`src/rtl/pic_pkg.sv`:
```
package pic_pkg;
  localparam int unsigned NLINES = 8;
  localparam int unsigned LW     = $clog2(NLINES);
  localparam int unsigned DW     = 8;
  localparam logic [DW-1:0] OCW_EOI = 8'h20;

  typedef enum logic [2:0] {
    ST_IDLE,
    ST_BASE,
    ST_CASC,
    ST_MODE,
    ST_RUN
  } init_st_e;
endpackage

```
`src/rtl/pic_init_ctl.sv`:
```
module pic_init_ctl
  import pic_pkg::*;
#(
  parameter int unsigned BW = DW - LW
) (
  input  logic          clk_i,
  input  logic          rst_ni,
  input  logic          wr_i,
  input  logic          a0_i,
  input  logic [DW-1:0] wdata_i,
  output logic          ready_o,
  output logic [BW-1:0] base_o,
  output logic          aeoi_o,
  output logic          sfnm_o,
  output logic          level_o,
  output logic          start_o,
  output logic          mask_wr_o,
  output logic          eoi_cmd_o
);
  init_st_e st_q;
  logic need_mode_q, casc_q;
  logic dat_wr;

  assign start_o   = wr_i && !a0_i && wdata_i[4];
  assign dat_wr    = wr_i && a0_i;
  assign ready_o   = (st_q == ST_RUN);
  assign mask_wr_o = dat_wr && ready_o;
  assign eoi_cmd_o = wr_i && !a0_i && ready_o && (wdata_i == OCW_EOI);

  always_ff @(posedge clk_i or negedge rst_ni) begin
    if (!rst_ni) begin
      st_q        <= ST_IDLE;
      need_mode_q <= 1'b0;
      casc_q      <= 1'b0;
      level_o     <= 1'b0;
      aeoi_o      <= 1'b0;
      sfnm_o      <= 1'b0;
      base_o      <= '0;
    end else if (start_o) begin
      st_q        <= ST_BASE;
      need_mode_q <= wdata_i[0];
      casc_q      <= !wdata_i[1];
      level_o     <= wdata_i[3];
      aeoi_o      <= 1'b0;
      sfnm_o      <= 1'b0;
    end else if (dat_wr) begin
      unique case (st_q)
        ST_BASE: begin
          base_o <= wdata_i[DW-1:LW];
          st_q   <= casc_q ? ST_CASC : (need_mode_q ? ST_MODE : ST_RUN);
        end
        ST_CASC: st_q <= need_mode_q ? ST_MODE : ST_RUN;
        ST_MODE: begin
          aeoi_o <= wdata_i[1];
          sfnm_o <= wdata_i[4];
          st_q   <= ST_RUN;
        end
        default: st_q <= st_q;
      endcase
    end
  end
endmodule

```
`src/rtl/pic_prio.sv`:
```
module pic_prio #(
  parameter int unsigned N  = 8,
  parameter int unsigned IW = $clog2(N)
) (
  input  logic [N-1:0]  req_i,
  output logic          any_o,
  output logic [IW-1:0] idx_o
);
  // lowest index wins
  always_comb begin
    any_o = 1'b0;
    idx_o = '0;
    for (int i = N - 1; i >= 0; i--) begin
      if (req_i[i]) begin
        any_o = 1'b1;
        idx_o = IW'(i);
      end
    end
  end
endmodule

```
`src/rtl/pic_core.sv`:
```
module pic_core
  import pic_pkg::*;
(
  input  logic              clk_i,
  input  logic              rst_ni,
  input  logic              wr_i,
  input  logic              a0_i,
  input  logic [DW-1:0]     wdata_i,
  input  logic [NLINES-1:0] irq_i,
  input  logic              inta_i,
  output logic              int_o,
  output logic [DW-1:0]     vec_o,
  output logic              vec_vld_o,
  output logic              eoi_o,
  output logic [LW-1:0]     eoi_line_o,
  output logic              ready_o,
  output logic              aeoi_o,
  output logic              sfnm_o
);
  localparam int unsigned BW = DW - LW;

  logic [BW-1:0]     base;
  logic              level, start, mask_wr, eoi_cmd;
  logic [NLINES-1:0] irr_q, isr_q, imr_q, prev_q;
  logic [NLINES-1:0] irr_d, isr_d, pend;
  logic              pend_any, isr_any, ack;
  logic [LW-1:0]     pend_idx, isr_idx;

  pic_init_ctl #(.BW(BW)) u_init (
    .clk_i, .rst_ni, .wr_i, .a0_i, .wdata_i,
    .ready_o, .base_o(base), .aeoi_o, .sfnm_o, .level_o(level),
    .start_o(start), .mask_wr_o(mask_wr), .eoi_cmd_o(eoi_cmd)
  );

  assign pend = irr_q & ~imr_q;

  pic_prio #(.N(NLINES)) u_pend_prio (.req_i(pend),  .any_o(pend_any), .idx_o(pend_idx));
  pic_prio #(.N(NLINES)) u_isr_prio  (.req_i(isr_q), .any_o(isr_any),  .idx_o(isr_idx));

  assign int_o = ready_o && pend_any &&
                 (!isr_any || (pend_idx < isr_idx) || (sfnm_o && pend_idx == isr_idx));
  assign ack   = inta_i && int_o;

  always_comb begin
    if (level) begin
      irr_d = irq_i;
    end else begin
      irr_d = irr_q;
      if (ack) irr_d[pend_idx] = 1'b0;
      irr_d = irr_d | (irq_i & ~prev_q);
    end
    if (start) irr_d = '0;

    isr_d = isr_q;
    if (eoi_cmd && isr_any) isr_d[isr_idx] = 1'b0;
    if (ack && !aeoi_o)     isr_d[pend_idx] = 1'b1;
    if (start)              isr_d = '0;
  end

  always_ff @(posedge clk_i or negedge rst_ni) begin
    if (!rst_ni) begin
      irr_q      <= '0;
      isr_q      <= '0;
      imr_q      <= '0;
      prev_q     <= '0;
      vec_o      <= '0;
      vec_vld_o  <= 1'b0;
      eoi_o      <= 1'b0;
      eoi_line_o <= '0;
    end else begin
      irr_q     <= irr_d;
      isr_q     <= isr_d;
      prev_q    <= irq_i;
      vec_vld_o <= ack;
      if (ack) vec_o <= {base, pend_idx};
      if (start)        imr_q <= '0;
      else if (mask_wr) imr_q <= wdata_i;
      eoi_o <= (ack && aeoi_o) || (eoi_cmd && isr_any);
      if (ack && aeoi_o)          eoi_line_o <= pend_idx;
      else if (eoi_cmd && isr_any) eoi_line_o <= isr_idx;
    end
  end
endmodule

```
`config.mk`:
```
export PLATFORM = sky130hd
export DESIGN_NAME = pic_core
export DESIGN_NICKNAME = d
export VERILOG_FILES = /design/src/rtl/pic_pkg.sv /design/src/rtl/pic_init_ctl.sv /design/src/rtl/pic_prio.sv /design/src/rtl/pic_core.sv
export SDC_FILE = /design/constraint.sdc
export NUM_CORES = 1
export LEC_CHECK = 0
export ABC_AREA = 1
export ABC_CLOCK_PERIOD_IN_PS = 2250
export BUFFER_PORTS_ARGS = -buffer_cell sky130_fd_sc_hd__buf_4
export CAP_MARGIN = 20
export CORE_MARGIN = 8
export CORE_UTILIZATION = 45
export CTS_CLUSTER_DIAMETER = 50
export DETAILED_ROUTE_END_ITERATION = 8
export PLACE_DENSITY = 0.78
export RECOVER_POWER = 100
export SETUP_SLACK_MARGIN = 0.1
export SLEW_MARGIN = 5
export SYNTH_ARGS = -nofsm -noshare
export SYNTH_HDL_FRONTEND = slang
export SYNTH_SLANG_ARGS = --single-unit
```
`constraint.sdc`:
```
create_clock -name clk_i -period 2.25 [get_ports clk_i]
set_input_delay 0.3375 -clock clk_i [delete_from_list [all_inputs] [get_ports clk_i]]
set_output_delay 0.3375 -clock clk_i [all_outputs]
set_load 0.02 [all_outputs]
```
==> impl_metrics.yaml, run 1 <==
outcome:
  outcome: "finished, violations left"
  violations: "negative setup slack"
drt:
  routed_via_density: 5.14
  drt_iter0_drc: 178
  routed_wirelength_um: 7730
  drc: 0
  vias: 2660
  avgRoutedWirePerCell_um: 14.9
  drt_first_pass_iters: 5
  postRouteAntennaNets: 0
yosys:
  synthTopCellsByArea: "dfrtp_1, nand2_1, inv_1, nand3_1, o21ai_0"
  syn-cell-area_um2: 2830
  synth_cell_type_count: 25
  yosysWarnings: 0
  avgSynthCellArea_um2: 7.91
  synth-seq-cells: 58
  yosysTopAreaCell: "dfrtp_1"
  synth.yosys.seq_area_share_pct: 51.3
  synth_nets: 382
  synth_top_area_share_pct: 51.3
  netlist_instances: 358
global_route:
  grt_overflow: 0
  antenna_found_initial: 0
  first_global_vias: 2556
  grt_pass1_wl_um: 11900
  grt_max_degree: 59
  track_usage_pct: 17.4
layout:
  fin_util_pct: 61.2
  antenna_cells: 0
  area_growth_pct: 34.3
  drive_gt1_share_pct: 32.0
  layout.nets: 460
timing:
  drv_slew: 0
  whs_ps: 128
  finalClockSkew_ps: 5.86
  worst_slack_ps: -177
  max_freq_mhz: 412
  min_period_ps: 2430
  worst_slew_pin_slew_ps: 1440
  layout_worst_path_cycle_share_pct: 108
  hold_viol: 0
  setup_viol: 29
  rsz0062_at_grt: "true"
  maxSlewHeadroom_pct: 3.83
critical_path:
  crit_fanout: 3
  cp_cell_sequence: "nor2_2, buf_4, o21bai_4, nand3_4, ha_4, nand2_2, o21ai_2, nand3_2, nand2_2, inv_2, buf_6"
  cpPeakStageDelay_ps: 410
  critical_path_arrival_ps: 2090
  cp_slowest_cell: "dfrtp_1"
  cp.buffers_inverters: 3
  endpoint_kind: "primary output"
  crit_start: "isr_q[7]$_DFF_PN0_"
  reg2reg_from: "isr_q[5]$_DFF_PN0_"
  cp.required_ps: 1910
  timing_worst_setup_path_type: "flop to primary output"
  crit_top_cell: "nand2_2"
  path_delay_family: "simple AND/OR/NAND/NOR gates"
  crit_path_start_kind: "flop"
floorplanning:
  start_util_pct: 45.6
  core-area_um2: 6200
  fp.dieH_um: 95.3
  dieWidth_um: 95.3
  rows: 29
  die_area_um2: 9080
  ios: 38
clock_network:
  cts.path.max_buffers: 2
  cts.sinks: 58
  cts_tree: "built"
  htree_levels: 3
  cts_hold_buf: 0
  cts_buffers: 9
  clk_pin_slew_ps: 70
  worstSkewPairLatency_ps: 340
  cts_root_buf: "clkbuf_8"
pwr:
  p_leak_nw: 1.87
  combPwrFrac_pct: 53.4
  power.total_mw: 5.08
  p_per_area_nw_per_um2: 1340
  swShare_pct: 42.7
  p_seq_share_pct: 30.2
  p_int_mw: 2.91
  ir_worst_vdd_mv: 0.786
  clkPwrFrac_pct: 16.4
  switchingPower_mw: 2.17
place:
  gp_congestion: 0.890
  portBuffers: 37
  hpwl_um: 4860
hold_path:
  hold_path_class: "primary input to flop"
  hp-start: "irq_i[6]"
run:
  cap_violations: 0
power by group through the flow:
stage,sequential (mW),combinational [mW],clock (mW)
2_1_floorplan,1.62,1.13,0
3_3_place_gp,1.53,1.82,0
3_5_place_dp,1.54,1.86,0
4_1_cts,1.53,2.38,0.849
5_1_grt,1.57,2.94,0.897
6_report,1.54,2.71,0.833
registers in the layout, summed over array words and instances, names as in the netlist:
name and flops:
irr_q 8, imr_q 8, u_init.need_mode_q 1, eoi_line_o 3, u_init.level_o 1, u_init.sfnm_o 1
u_init.casc_q 1, vec_vld_o 1, prev_q 8, u_init.aeoi_o 1, u_init.st_q 3, eoi_o 1
u_init.base_o 5, isr_q 8, vec_o 8
placed cells by master, fill, tap and decap left out, drive strengths merged, types with 3 or more instances in the layout:
cell    netlist  routed
nand2       113     113
o22ai         5       5
ha            3       3
o21bai        4       4
nand3        28      28
clkinv        0       3
a21oi        20      20
buf           3      46
inv          56      56
nand4         4       4
nor2         32      32
dfrtp        58      58
clkbuf        3      40
o21ai        23      23
final timing paths:
kind | end | slack [ps] | cells past startpoint
max | int_o | -180 | 11
min | prev_q[6]$_DFF_PN0_ | 130 | 1
max reg2reg | isr_q[6]$_DFF_PN0_ | -170 | 15
min reg2reg | vec_o[3]$_DFFE_PN0N_ | 480 | 2
max in group asynchronous | isr_q[7]$_DFF_PN0_ | 1060 | 1
min in group asynchronous | u_init.level_o$_DFFE_PN0P_ | 330 | 1
layout make-up:
cell class                 instances  area [µm²]
sequential                        58        1450
clock buffer                      13         149
timing repair buffer              73         513
inverter                          56         213
multi-input combinational        238        1360
fill                             519        2400
tap                               77        96.3
clock inverter                     3        15.0
kinds of logic after synthesis:
logic type	Yosys count	share of synthesized area [%]
multiplexers	1	0.398
adder cells (fa/ha/maj)	3	1.33
AO/OA/AOI/OAI	55	10.7
AND/OR/NAND/NOR	179	28.0
buffers and inverters	62	8.36
flip-flops	58	51.3
timing repair:
item | in CTS | in global routing
buffers inserted | 19 | 6
pin swaps | 17 | 23
resized for setup | 28 | 41
endpoints found under the setup margin | 30 | 30
hold endpoints to repair | 0 | 0
metrics by stage:
| stage | worst slack (ps) | instances | TNS [ps] | area [µm²] |
|---|---|---|---|---|
| after floorplan | 103 | 358 | 0 | 2830 |
| after global placement | 64.1 | 479 | 0 | 3290 |
| after detailed placement | -79.2 | 479 | -632 | 3290 |
| after CTS | -169 | 512 | -169 | 3680 |
| after global routing | -296 | 518 | -5930 | 3800 |
| final | -177 | 518 | -2880 | 3800 |
Yosys cell counts:
master and n:
nand2_1 108, dfrtp_1 58, inv_1 49, nor2_1 25, nand3_1 24, o21ai_0 23
a21oi_1 19, inv_2 7, nand2_2 5, o22ai_1 5, nand4_1 4, nor2_2 4
o21bai_1 4, buf_2 3, clkbuf_1 3, ha_1 3, nand3_2 3, nor2_4 3
nor3_1 2, a211oi_1 1, a21oi_2 1, a31oi_1 1, mux2_2 1, nand3_4 1
o31ai_1 1
per-layer routing:
metal | wire length (µm) | vias to the layer above | track usage, %
li1 | - | 1291 | -
met2 | 3710 | 93 | 28.0
met3 | 473 | 33 | 4.88
met4 | 356 | 0 | 10.9
met5 | 0 | - | 0
met1 | 3190 | 1243 | 20.2
worst reg2reg max path, delay by kind of cell (launching register included):
family	cells	cell delay, ps
flops	1	390
buf+inv	3	320
simple gates	8	1050
fa+ha+maj	1	270
compound gates	3	340
Note: power is estimated with default switching activity, not from simulation.
==> run 2, diff against run 1 <==
- SYNTH_HIERARCHICAL: default -> 1
==> impl_metrics.yaml, run 2 <==
outcome:
  outcome: "finished, violations left"
  violations: "negative setup slack"
yosys:
  async_flop_share_pct: 100
  netlist_instances: 381
  synth_edf_count: 0
  ys.flop_type: "dfrtp_1"
  synth.yosys.seq_area_share_pct: 49.0
  synth_cell_type_count: 29
  synth_top_area_share_pct: 49.0
  yosysWarnings: 6
  synth.most_common_cell: "nand2_1"
  synthTopCellsByArea: "dfrtp_1, nand2_1, inv_1, nand3_1, nor2_1"
  synth-seq-cells: 58
  syn-cell-area_um2: 2960
  avgSynthCellArea_um2: 7.78
  synth_nets: 405
  yosys-top-cells-count: "nand2_1, dfrtp_1, inv_1"
  yosysTopAreaCell: "dfrtp_1"
place:
  place_ws_ps: -32.7
  hpwl_um: 5250
  post-place-cells: 499
  gp_congestion: 0.907
  portBuffers: 37
  dpl-instance-area_um2: 3390
timing:
  worst_slack_ps: -375
  whs_ps: 132
  worst_slew_pin_slew_ps: 1420
  layout_worst_path_cycle_share_pct: 117
  setup_viol: 30
  rsz0062_at_grt: "true"
  min_period_ps: 2630
  drv_slew: 0
  max_freq_mhz: 381
  maxSlewHeadroom_pct: 5.47
  hold_viol: 0
  finalClockSkew_ps: 14.5
global_route:
  grt_pass1_wl_um: 13100
  antenna_found_initial: 0
  track_usage_pct: 16.9
  first_global_vias: 2866
  grt_max_degree: 59
  grt_overflow: 0
floorplanning:
  rows: 29
  dieWidth_um: 97.2
  die_area_um2: 9440
  core-area_um2: 6350
  ios: 38
  fp.dieH_um: 97.2
  start_util_pct: 46.7
clock_network:
  cts_hold_buf: 0
  cts.sinks: 58
  worstSkewPairLatency_ps: 350
  htree_levels: 3
  clk_pin_slew_ps: 60
  cts_buffers: 9
  cts_root_buf: "clkbuf_8"
  cts_tree: "built"
  cts.path.max_buffers: 2
drt:
  vias: 2813
  avgRoutedWirePerCell_um: 16.2
  routed_wirelength_um: 8630
  top_layer: "met4"
  wl_met2_um: 4600
  routed-wl-met3_um: 522
  drc: 0
  m1WireLength_um: 3250
  drt_first_pass_iters: 4
  postRouteAntennaNets: 0
  drt_iter0_drc: 163
  routed_via_density: 5.27
hold_path:
  hold_path_class: "primary input to flop"
critical_path:
  critical_path_arrival_ps: 2290
  cp.required_ps: 1910
  crit_path_start_kind: "flop"
  crit_fanout: 3
  timing_worst_setup_path_type: "flop to primary output"
  endpoint_kind: "primary output"
run:
  cap_violations: 0
pwr:
  p_leak_nw: 2.01
  p_per_area_nw_per_um2: 1230
  ir_worst_vdd_mv: 0.794
layout:
  antenna_cells: 0
  final_cell_mix: "nand2_1, dfrtp_1, inv_1, buf_4"
  final_common_cell: "nand2_1"
  final_cells: 534
  drive_gt1_share_pct: 34.6
  design_area_um2: 4040
  area_growth_pct: 36.2
  layout.nets: 477
==> run 2: changes by cell type after synthesis, moves of 5 or more <==
cell     change
nor2_1       +6
o21ai_2      +5
nand3_1      +5
nand2_1      +9
inv_1        +9
o21ai_0      -5
o22ai_1      -5
==> run 2: cell type report <==
cell class,count,area [µm²]
fill,522,2310
multi-input combinational,254,1530
sequential,58,1450
timing repair buffer,69,512
inverter,61,244
clock buffer,13,169
tap,77,96.3
clock inverter,2,35.0
==> run 2: path summary, 6_finish.rpt <==
check	from	to	cells past startpoint	slack, ps
min	irq_i[3]	prev_q[3]$_DFF_PN0_	1	130
max reg2reg	irr_q[6]$_DFF_PN0_	isr_q[1]$_DFF_PN0_	15	-330
min in group asynchronous	rst_ni	u_init/st_q[1]$_DFFE_PN0P_	1	320
max in group asynchronous	rst_ni	vec_o[0]$_DFFE_PN0N_	1	1070
min reg2reg	vec_o[0]$_DFFE_PN0N_	vec_o[0]$_DFFE_PN0N_	1	510
max	irr_q[6]$_DFF_PN0_	int_o	12	-380
==> run 2: what timing repair did <==
item,CTS,global route
pin swaps,22,24
setup endpoints to repair,27,30
setup buffers,21,8
endpoints found under the hold margin,0,0
gates resized for setup,56,50
gates cloned,0,1
==> run 2: worst max-delay path, stage by stage, from the launching register on <==
cell and delay, ps:
dfrtp_1 380, inv_1 60, nor2_1 40, or2_1 260, nor3_2 280, nor2_2 110, ha_4 240, a21oi_1 170
nand2_1 90, nand2_2 100, nand2_2 60, inv_2 60, buf_6 100
==> run 2: kinds of logic after synthesis <==
family / Yosys count / synth area share [%]
and+or+nand+nor: 200 / 30.0
buffers and inverters: 69 / 9.50
DFF: 58 / 49.0
AOI/OAI and AO/OA: 51 / 10.3
adders and majority gates: 3 / 1.27
==> run 2: metrics by stage <==
stage | utilization, % | TNS [ps] | power (mW)
6_report | 63.6 | -6820 | 4.95
3_3_place_gp | 53.3 | 0 | 3.20
4_1_cts | 61.2 | -2820 | 4.67
3_5_place_dp | 53.3 | -68.3 | 3.27
2_1_floorplan | - | 0 | 2.67
5_1_grt | 63.6 | -10310 | 5.26
==> run 2: where the power goes <==
part	switching [mW]	internal (mW)	leakage, nW
combinational	1.44	0.950	1.16
clock	0.405	0.594	0.106
sequential	0.230	1.33	0.740
==> run 2: per-layer routing <==
metal | vias up | global-route usage (%)
met2 | 94 | 29.7
met3 | 25 | 5.05
met1 | 1351 | 18.1
met4 | 0 | 7.34
li1 | 1343 | -
met5 | - | 0
==> run 3, diff against run 2 <==
- ABC_CLOCK_PERIOD_IN_PS: 2250 -> 2810
- PLACE_DENSITY: 0.78 -> 0.76
- RECOVER_POWER: 100 -> default
- clock period: 2.25 -> 2.81 ns (I/O delays scaled with it)
==> impl_metrics.yaml, run 3 (synthesis gave the netlist of run 2 again) <==
drt:
  wl_met2_um: 3390
  routed_via_density: 5.02
  drt_first_pass_iters: 5
  drt_iter0_drc: 87
  m1WireLength_um: 3120
  routed-wl-met3_um: 289
  vias: 2592
  routed_wirelength_um: 6980
  top_layer: "met4"
  postRouteAntennaNets: 0
  avgRoutedWirePerCell_um: 13.5
  drc: 0
critical_path:
  cp.required_ps: 2390
  crit_end: "int_o"
  r2r.worst_path.cells: 19
  cp_cell_sequence: "nor2_1, or2_4, nand3_1, a31oi_2, ha_1, nand2_1, nor2_1, nor2_1, nand2_2, nand2_2, inv_1, buf_6"
  crit_start: "imr_q[7]$_DFFE_PN0P_"
  cp_slowest_cell: "dfrtp_1"
  timing.rr.end: "irr_q[7]$_DFF_PN0_"
  path_delay_family: "simple AND/OR/NAND/NOR gates"
  ff2ff_setup_slack_ps: 330
  cp.buffers_inverters: 2
  timing_worst_setup_path_type: "flop to primary output"
  crit_path_start_kind: "flop"
  endpoint_kind: "primary output"
  worstSetupPathDepth: 12
  reg2reg_from: "imr_q[7]$_DFFE_PN0P_"
  crit_fanout: 3
  critical_path_arrival_ps: 2190
  cpPeakStageDelay_ps: 380
  crit_top_cell: "nor2_1"
timing:
  min_period_ps: 2610
  worst_slew_pin_slew_ps: 727
  timing.setup.tns_ps: 0
  finalClockSkew_ps: 7.03
  rsz0062_at_grt: "false"
  hold_viol: 0
  drv_slew: 0
  max_freq_mhz: 383
  layout_worst_path_cycle_share_pct: 92.8
  maxSlewHeadroom_pct: 51.5
  worst_slack_ps: 202
  setup_viol: 0
floorplanning:
  start_util_pct: 46.7
  die_area_um2: 9440
  ios: 38
  dieWidth_um: 97.2
  fp.dieH_um: 97.2
  rows: 29
  core-area_um2: 6350
place:
  place_ws_ps: 226
  dpl-instance-area_um2: 3310
  hpwl_um: 5070
  portBuffers: 37
  gp_congestion: 0.922
global_route:
  grt_max_degree: 59
  antenna_found_initial: 0
  grt_pass1_wl_um: 11700
  grt_overflow: 0
  track_usage_pct: 15.0
  first_global_vias: 2584
clock_network:
  cts_hold_buf: 0
  cts_buffers: 9
  cts_tree: "built"
  cts.sinks: 58
  clk_pin_slew_ps: 70
  cts_root_buf: "clkbuf_8"
  cts.path.max_buffers: 2
  htree_levels: 3
  worstSkewPairLatency_ps: 340
layout:
  final_common_cell: "nand2_1"
  seq_area_um2: 1450
  fill_cells: 578
  antenna_cells: 0
  layout.nets: 458
  multi_input_area_um2: 1310
  area_growth_pct: 22.3
  drive_gt1_share_pct: 23.5
  final_cell_mix: "nand2_1, dfrtp_1, inv_1, buf_4, nand3_1"
  design_area_um2: 3630
pwr:
  p_seq_share_pct: 36.3
  ir_worst_vdd_mv: 0.514
  combPwrFrac_pct: 44.5
  switchingPower_mw: 1.40
  p_leak_nw: 1.87
  p_int_mw: 2.02
  clkPwrFrac_pct: 19.2
  swShare_pct: 40.9
  p_per_area_nw_per_um2: 944
run:
  cap_violations: 0
outcome:
  outcome: "finished, final reports clean"
hold_path:
  hold_path_class: "primary input to async pin"
run 3: cell types whose count changed in the layout (fill, tap and decap cells not counted), moves of 6 or more:
cell | previous run | this run
nor2_2 | 8 | 2
buf_4 | 34 | 49
clkbuf_1 | 16 | 3
nand2_4 | 6 | 0
nor2_1 | 20 | 27
nand2_1 | 86 | 115
clkbuf_4 | 9 | 0
nand2_2 | 26 | 4
a21oi_1 | 5 | 15
a21oi_2 | 15 | 5
run 3: worst min path at each step:
stage                                       startpoint                        end  slack [ps]  depth (start not counted)
after floorplan                                 rst_ni  eoi_line_o[0]$_DFFE_PN0P_         130                          0
after global placement    u_init/base_o[4]$_DFFE_PN0P_       vec_o[7]$_DFFE_PN0N_         460                          2
after detailed placement  u_init/base_o[2]$_DFFE_PN0P_       vec_o[5]$_DFFE_PN0N_         460                          2
after CTS                                       rst_ni       vec_o[6]$_DFFE_PN0N_         160                          1
after global routing                          irq_i[7]        prev_q[7]$_DFF_PN0_         190                          1
final                                           rst_ni       vec_o[6]$_DFFE_PN0N_         130                          1
run 3: final cells by class:
cell class,count,share of cell area (%)
clock buffer,13,4.11
clock inverter,3,0.414
inverter,61,6.31
multi-input combinational,254,36.0
sequential,58,40.0
tap,77,2.66
timing repair buffer,50,10.5
run 3: metrics by stage:
| stage | util, % | power (mW) | std cells | hold slack (ps) |
|---|---|---|---|---|
| floorplan | - | 2.13 | 381 | 126 |
| global placement | 52.1 | 2.53 | 490 | 463 |
| detailed placement | 52.1 | 2.56 | 490 | 463 |
| CTS | 55.7 | 3.29 | 510 | 161 |
| global route | 57.1 | 3.67 | 516 | 190 |
| finish | 57.1 | 3.42 | 516 | 128 |
run 3: power by group through the flow:
| stage | registers, mW | logic [mW] | clock network [mW] |
|---|---|---|---|
| after floorplan | 1.29 | 0.833 | 0 |
| after global placement | 1.24 | 1.28 | 0 |
| after detailed placement | 1.25 | 1.31 | 0 |
| after CTS | 1.24 | 1.38 | 0.671 |
| after global routing | 1.27 | 1.69 | 0.712 |
| final | 1.24 | 1.52 | 0.657 |
run 3: routing by layer:
layer	track usage, %	vias to the layer above
li1	-	1301
met1	18.4	1216
met2	23.9	60
met3	2.99	15
met4	8.52	0
met5	0	-
run 3: timing repair:
action	in CTS	in global routing
buffers inserted	4	6
pin swaps	3	11
cloned	0	0
setup endpoints to repair	1	2
resized for setup	8	12
